--- src/rtl/tmr_pkg.sv ---
package tmr_pkg;

  localparam int unsigned CTL_IE_BIT   = 0;
  localparam int unsigned CTL_NH_BIT   = 1;
  localparam int unsigned CTL_PEND_BIT = 3;

  typedef struct packed {
    logic pend;
    logic nh;
    logic ie;
  } tmr_ctl_t;

  typedef enum logic [1:0] {
    SEL_NONE,
    SEL_CNT,
    SEL_CTL,
    SEL_LIM
  } tmr_sel_e;

endpackage

--- src/rtl/tmr_unit.sv ---
module tmr_unit
  import tmr_pkg::*;
#(
  parameter int              ADDR_W = 12,
  parameter int              DATA_W = 32,
  parameter logic [ADDR_W-1:0] BASE = '0
) (
  input  logic              clk,
  input  logic              rst_n,
  input  logic              halted,
  input  logic [ADDR_W-1:0] aux_addr,
  input  logic              aux_wr,
  input  logic [DATA_W-1:0] aux_wdata,
  output logic              rd_hit,
  output logic [DATA_W-1:0] rd_val,
  output logic              irq
);

  localparam logic [ADDR_W-1:0] A_CNT = BASE;
  localparam logic [ADDR_W-1:0] A_CTL = ADDR_W'(BASE + 1);
  localparam logic [ADDR_W-1:0] A_LIM = ADDR_W'(BASE + 2);

  tmr_sel_e          sel;
  logic              wr_cnt, wr_ctl, wr_lim;
  logic [DATA_W-1:0] cnt_q, lim_q;
  tmr_ctl_t          ctl_q;
  logic              run;
  logic              lim_hit;

  function automatic logic [DATA_W-1:0] advance(
    input logic [DATA_W-1:0] cur,
    input logic [DATA_W-1:0] lim,
    input logic              go
  );
    if (!go)           return cur;
    else if (cur == lim) return '0;
    else               return DATA_W'(cur + 1'b1);
  endfunction

  function automatic logic [DATA_W-1:0] ctl_image(input tmr_ctl_t c);
    logic [DATA_W-1:0] img;
    img               = '0;
    img[CTL_IE_BIT]   = c.ie;
    img[CTL_NH_BIT]   = c.nh;
    img[CTL_PEND_BIT] = c.pend;
    return img;
  endfunction

  always_comb begin
    sel = SEL_NONE;
    if (aux_addr == A_CNT)      sel = SEL_CNT;
    else if (aux_addr == A_CTL) sel = SEL_CTL;
    else if (aux_addr == A_LIM) sel = SEL_LIM;
  end

  assign wr_cnt  = aux_wr && (sel == SEL_CNT);
  assign wr_ctl  = aux_wr && (sel == SEL_CTL);
  assign wr_lim  = aux_wr && (sel == SEL_LIM);
  assign run     = !(ctl_q.nh && halted);
  assign lim_hit = run && (cnt_q == lim_q);

  always_ff @(posedge clk) begin
    if (!rst_n) begin
      cnt_q <= '0;
      lim_q <= '1;
      ctl_q <= '0;
    end else begin
      cnt_q <= wr_cnt ? aux_wdata : advance(cnt_q, lim_q, run);
      if (wr_lim) lim_q <= aux_wdata;
      if (wr_ctl) begin
        ctl_q.ie   <= aux_wdata[CTL_IE_BIT];
        ctl_q.nh   <= aux_wdata[CTL_NH_BIT];
        ctl_q.pend <= 1'b0;
      end else if (lim_hit && ctl_q.ie) begin
        ctl_q.pend <= 1'b1;
      end
    end
  end

  always_comb begin
    case (sel)
      SEL_CNT: rd_val = cnt_q;
      SEL_CTL: rd_val = ctl_image(ctl_q);
      SEL_LIM: rd_val = lim_q;
      default: rd_val = '0;
    endcase
  end

  assign rd_hit = (sel != SEL_NONE);
  assign irq    = ctl_q.pend;

  AST_CNT_LOAD: assert property (@(posedge clk) disable iff (!rst_n)
    wr_cnt |=> cnt_q == $past(aux_wdata));
  AST_CNT_STEP: assert property (@(posedge clk) disable iff (!rst_n)
    (run && !lim_hit && !wr_cnt) |=> cnt_q == DATA_W'($past(cnt_q) + 1'b1));
  AST_WRAP_ZERO: assert property (@(posedge clk) disable iff (!rst_n)
    (lim_hit && !wr_cnt) |=> cnt_q == '0);
  AST_HALT_HOLD: assert property (@(posedge clk) disable iff (!rst_n)
    (!run && !wr_cnt) |=> $stable(cnt_q));
  AST_PEND_CAUSE: assert property (@(posedge clk) disable iff (!rst_n)
    $rose(irq) |-> $past(lim_hit && ctl_q.ie));
  AST_PEND_STICKY: assert property (@(posedge clk) disable iff (!rst_n)
    (irq && !wr_ctl) |=> irq);
  AST_PEND_CLEAR: assert property (@(posedge clk) disable iff (!rst_n)
    wr_ctl |=> !irq);

endmodule

--- src/rtl/tmr_rdmux.sv ---
module tmr_rdmux #(
  parameter int N      = 2,
  parameter int DATA_W = 32
) (
  input  logic [N-1:0]        hit,
  input  logic [N*DATA_W-1:0] vals,
  output logic [DATA_W-1:0]   rdata
);

  always_comb begin
    rdata = '0;
    for (int i = 0; i < N; i++) begin
      if (hit[i]) rdata = rdata | vals[i*DATA_W +: DATA_W];
    end
  end

endmodule

--- src/rtl/aux_tmr_pair.sv ---
module aux_tmr_pair
  import tmr_pkg::*;
#(
  parameter int                ADDR_W = 12,
  parameter int                DATA_W = 32,
  parameter logic [ADDR_W-1:0] BASE0  = 'h021,
  parameter logic [ADDR_W-1:0] BASE1  = 'h100
) (
  input  logic              clk,
  input  logic              rst_n,
  input  logic              halted,
  input  logic [ADDR_W-1:0] aux_addr,
  input  logic              aux_wr,
  input  logic [DATA_W-1:0] aux_wdata,
  output logic [DATA_W-1:0] aux_rdata,
  output logic [1:0]        irq
);

  localparam int N_TMR = 2;

  logic [N_TMR-1:0]        hit;
  logic [N_TMR*DATA_W-1:0] vals;

  for (genvar i = 0; i < N_TMR; i++) begin : g_tmr
    localparam logic [ADDR_W-1:0] B = (i == 0) ? BASE0 : BASE1;
    tmr_unit #(
      .ADDR_W(ADDR_W),
      .DATA_W(DATA_W),
      .BASE  (B)
    ) u_tmr (
      .clk      (clk),
      .rst_n    (rst_n),
      .halted   (halted),
      .aux_addr (aux_addr),
      .aux_wr   (aux_wr),
      .aux_wdata(aux_wdata),
      .rd_hit   (hit[i]),
      .rd_val   (vals[i*DATA_W +: DATA_W]),
      .irq      (irq[i])
    );
  end

  tmr_rdmux #(
    .N     (N_TMR),
    .DATA_W(DATA_W)
  ) u_rdmux (
    .hit  (hit),
    .vals (vals),
    .rdata(aux_rdata)
  );

  AST_ONE_OWNER: assert property (@(posedge clk) disable iff (!rst_n)
    $onehot0(hit));
  AST_UNMAPPED_ZERO: assert property (@(posedge clk) disable iff (!rst_n)
    !(|hit) |-> aux_rdata == '0);

endmodule

--- config.mk ---
export PLATFORM = sky130hd
export DESIGN_NAME = aux_tmr_pair
export DESIGN_NICKNAME = d
export VERILOG_FILES = /design/src/rtl/tmr_pkg.sv /design/src/rtl/tmr_unit.sv /design/src/rtl/tmr_rdmux.sv /design/src/rtl/aux_tmr_pair.sv
export SDC_FILE = /design/constraint.sdc
export NUM_CORES = 1
export LEC_CHECK = 0
export BUFFER_PORTS_ARGS = -buffer_cell sky130_fd_sc_hd__clkbuf_2
export CORE_AREA = 2 2 146 148
export DETAILED_ROUTE_END_ITERATION = 8
export DIE_AREA = 0 0 148 150
export PLACE_DENSITY = 0.53
export SYNTH_ARGS = -nofsm -noshare
export SYNTH_HDL_FRONTEND = slang
export SYNTH_SLANG_ARGS = --single-unit
--- constraint.sdc ---
create_clock -name clk -period 4.6 [get_ports clk]
set_input_delay 0.69 -clock clk [delete_from_list [all_inputs] [get_ports clk]]
set_output_delay 0.69 -clock clk [all_outputs]
set_load 0.01 [all_outputs]
==> results.json <==
{
  "dp.cells": 1381,
  "final.setup.tns_ns": 0,
  "rows": 53,
  "grt-ovfl-total": 0,
  "grt_max_degree": 88,
  "slew_headroom_pct": 21.8,
  "tightest_slew_ns": 1.17,
  "cts_root_buf": "clkbuf_16",
  "wl_per_cell_um": 21.8,
  "numClockSinks": 134,
  "syn_nets": 1157,
  "postCtsResizedCells": 0,
  "p_leak_nw": 3.70,
  "via_count": 8409,
  "io_buffer_count": 81,
  "synth_top_area_share_pct": 33.2,
  "synth.most_common_cell": "nand2_1",
  "cts_tree": "built",
  "p_per_area_nw_per_um2": 300,
  "power_switching_share_pct": 23.8,
  "reg2reg_slack_ns": 1.51,
  "fillers": 2167,
  "io_pins": 82,
  "final-setup-viol-count": 0,
  "holdPathStages": 2,
  "area_delta_synth_final_pct": 14.2,
  "required_ns": 3.91,
  "die_h_um": 150,
  "ys.flop_type": "dfxtp_1",
  "end_kind": "primary output",
  "grtUsageTotal_pct": 27.4,
  "hold_viol": 0,
  "routabilityCongestion": 0.945,
  "finalNonFillerCells": 1413,
  "core_area_um2": 20700,
  "first_iter_violations": 852,
  "antennaDiodeCount": 0,
  "yosys-top-cells-count": "nand2_1 (272), dfxtp_1 (134), nand3_1 (106)",
  "grt_pass1_vias": 7439,
  "intPower_w": 0.00211,
  "min_period_ns": 3.65,
  "antenna_found_initial": 0,
  "antenna_left": 0,
  "syn_area_per_cell_um2": 7.29,
  "status": "finished, final reports clean",
  "final_nets": 1175,
  "fin_crit_sh_pct": 79.4,
  "async_flop_share_pct": 0,
  "wl_um": 30900,
  "cts_setup_buffers": 0,
  "holdBufCountCts": 0,
  "clk_pin_slew_ns": 0.06,
  "ir_drop_uv": 208,
  "drive_gt1_share_pct": 13.1,
  "vias_per_cell": 5.95,
  "seqPwrFrac_pct": 42.4,
  "numCtsBuffers": 17,
  "worstPathArrival_ns": 2.96,
  "clkPwrFrac_pct": 53.4,
  "rsz0062_at_grt": "no",
  "criticalPathCategory": "input port to primary output",
  "dp_hpwl_um": 22600,
  "dieArea_um2": 22200,
  "r2r_end": "g_tmr[1].u_tmr.cnt_q[5]",
  "syn_inst": 1107,
  "die_w_um": 148,
  "clockBufferDepth": 2,
  "reg2reg_from": "g_tmr[1].u_tmr.cnt_q[4]",
  "yosysTopAreaCell": "dfxtp_1",
  "cp_max_fo": 28,
  "switchingPower_w": 0.000660,
  "seq_area_frac_synth_pct": 33.2,
  "slew_violations": 0,
  "synth_edf_count": 0,
  "dp_slack_ns": 1.01,
  "hold_start": "g_tmr[1].u_tmr.lim_q[6]",
  "htree_levels": 4,
  "initial_core_util_pct": 39.0,
  "fin_ws_ns": 0.950,
  "min_to": "g_tmr[1].u_tmr.lim_q[6]",
  "yosysWarnings": 0,
  "maxCapViolCount": 0,
  "clk_latency_ns": 0.43,
  "ys_seq_elements": 134,
  "rr_worst_depth": 6,
  "startpoint_type": "input port",
  "fmax_mhz": 274,
  "hold_path_class": "register to register",
  "drc": 0,
  "dr.pass1.iters": 6,
  "power_frac_comb_pct": 4.2,
  "grt_pass1_wl_um": 46300,
  "synth_area_leaders": "dfxtp_1 (33%), nand2_1 (13%), xnor2_1 (8.6%), nand3_1 (6.6%), a21oi_1 (3.8%)",
  "synth_area_um2": 8070,
  "clock_skew_ns": 0.00836,
  "ys_types": 61
}
==> cells in the final DEF, fill, tap and decap left out, types with 4 or more instances in the layout <==
master	n
o21a_1	9
nand4_1	37
nand3_1	106
nor2_1	30
a221oi_1	4
and3_1	22
a22oi_1	20
o22ai_1	4
or3_1	5
a31oi_1	12
dfxtp_1	134
clkbuf_2	80
inv_1	7
buf_4	20
and4_1	5
a32oi_1	4
nor3_1	19
xor2_1	11
mux2i_1	7
clkbuf_16	17
xnor2_1	79
nand2_1	272
a22o_1	4
a21oi_1	61
a222oi_1	28
nor4_1	17
o21ai_0	34
bufinv_16	4
nor2b_1	4
and2_1	8
o211ai_1	6
or4_1	5
==> worst max-delay path, cell delays in order <==
cell      delay (ns)
clkbuf_2        0.08
nor4_2          0.28
buf_4           0.22
and3_1          0.26
and2_1          0.84
a222oi_1        0.23
nand2_1         0.18
clkbuf_2        0.15
==> worst max-delay path by stage <==
stage,startpoint,cells after the start,endpoint
4_1_cts,aux_addr[3],8,aux_rdata[25]
2_1_floorplan,aux_addr[11],7,aux_rdata[21]
3_5_place_dp,aux_addr[3],8,aux_rdata[25]
5_1_grt,aux_addr[3],8,aux_rdata[9]
3_3_place_gp,aux_addr[3],8,aux_rdata[24]
6_report,aux_addr[3],8,aux_rdata[25]
==> sequential cells by signal (all words and copies together), names as in the netlist <==
register and count:
g_tmr.u_tmr.lim_q 64, g_tmr.u_tmr.irq 2, g_tmr.u_tmr.ctl_q 4, g_tmr.u_tmr.cnt_q 64
==> logic make-up (layout without fill, tap and decap cells) <==
group | count (synthesis) | in the layout | share of synthesized area [%]
AOI/OAI and AO/OA | 210 | 210 | 17.6
xor gates and xnor gates | 90 | 90 | 9.76
adders and majority gates | 2 | 2 | 0.310
buffers and inverters | 110 | 141 | 5.49
DFF | 134 | 134 | 33.2
muxes | 9 | 9 | 1.15
and+or+nand+nor | 552 | 552 | 32.5
==> metal layers <==
| layer | global-route usage [%] | vias up | part of all wire [%] |
|---|---|---|---|
| met4 | 8.81 | 0 | 2.6 |
| li1 | - | 4001 | - |
| met1 | 39.3 | 4021 | 46 |
| met2 | 42.2 | 347 | 45 |
| met5 | 0 | - | 0 |
| met3 | 4.27 | 40 | 6.5 |
==> power groups by stage <==
| stage | Clock (W) | Sequential [W] | Combinational [W] |
|---|---|---|---|
| 2_1_floorplan | 0 | 0.00120 | 0.0000460 |
| 3_5_place_dp | 0 | 0.00120 | 0.000113 |
| 5_1_grt | 0.00155 | 0.00118 | 0.000123 |
| 6_report | 0.00148 | 0.00117 | 0.000116 |
| 3_3_place_gp | 0 | 0.00120 | 0.000113 |
| 4_1_cts | 0.00150 | 0.00117 | 0.000113 |
==> cell type report <==
cell class                 instances  area (um^2)  area share (%)
clock buffer                      17          425            4.61
multi-input combinational        863         4980            54.0
inverter                           8         30.0           0.326
tap                              275          344            3.73
timing repair buffer             101          556            6.02
sequential                       134         2680            29.1
clock inverter                    15          203            2.20
==> stage by stage <==
step	area, um^2	utilization [%]	power (W)	hold slack [ns]
finish	9220	44.6	0.00277	0.498
global route	9220	44.6	0.00284	0.522
CTS	9220	44.6	0.00278	0.500
detailed placement	8590	41.5	0.00131	0.492
global placement	8590	41.5	0.00131	0.486
floorplan	8070	-	0.00124	0.473
Power figures use the tool's default switching activity.
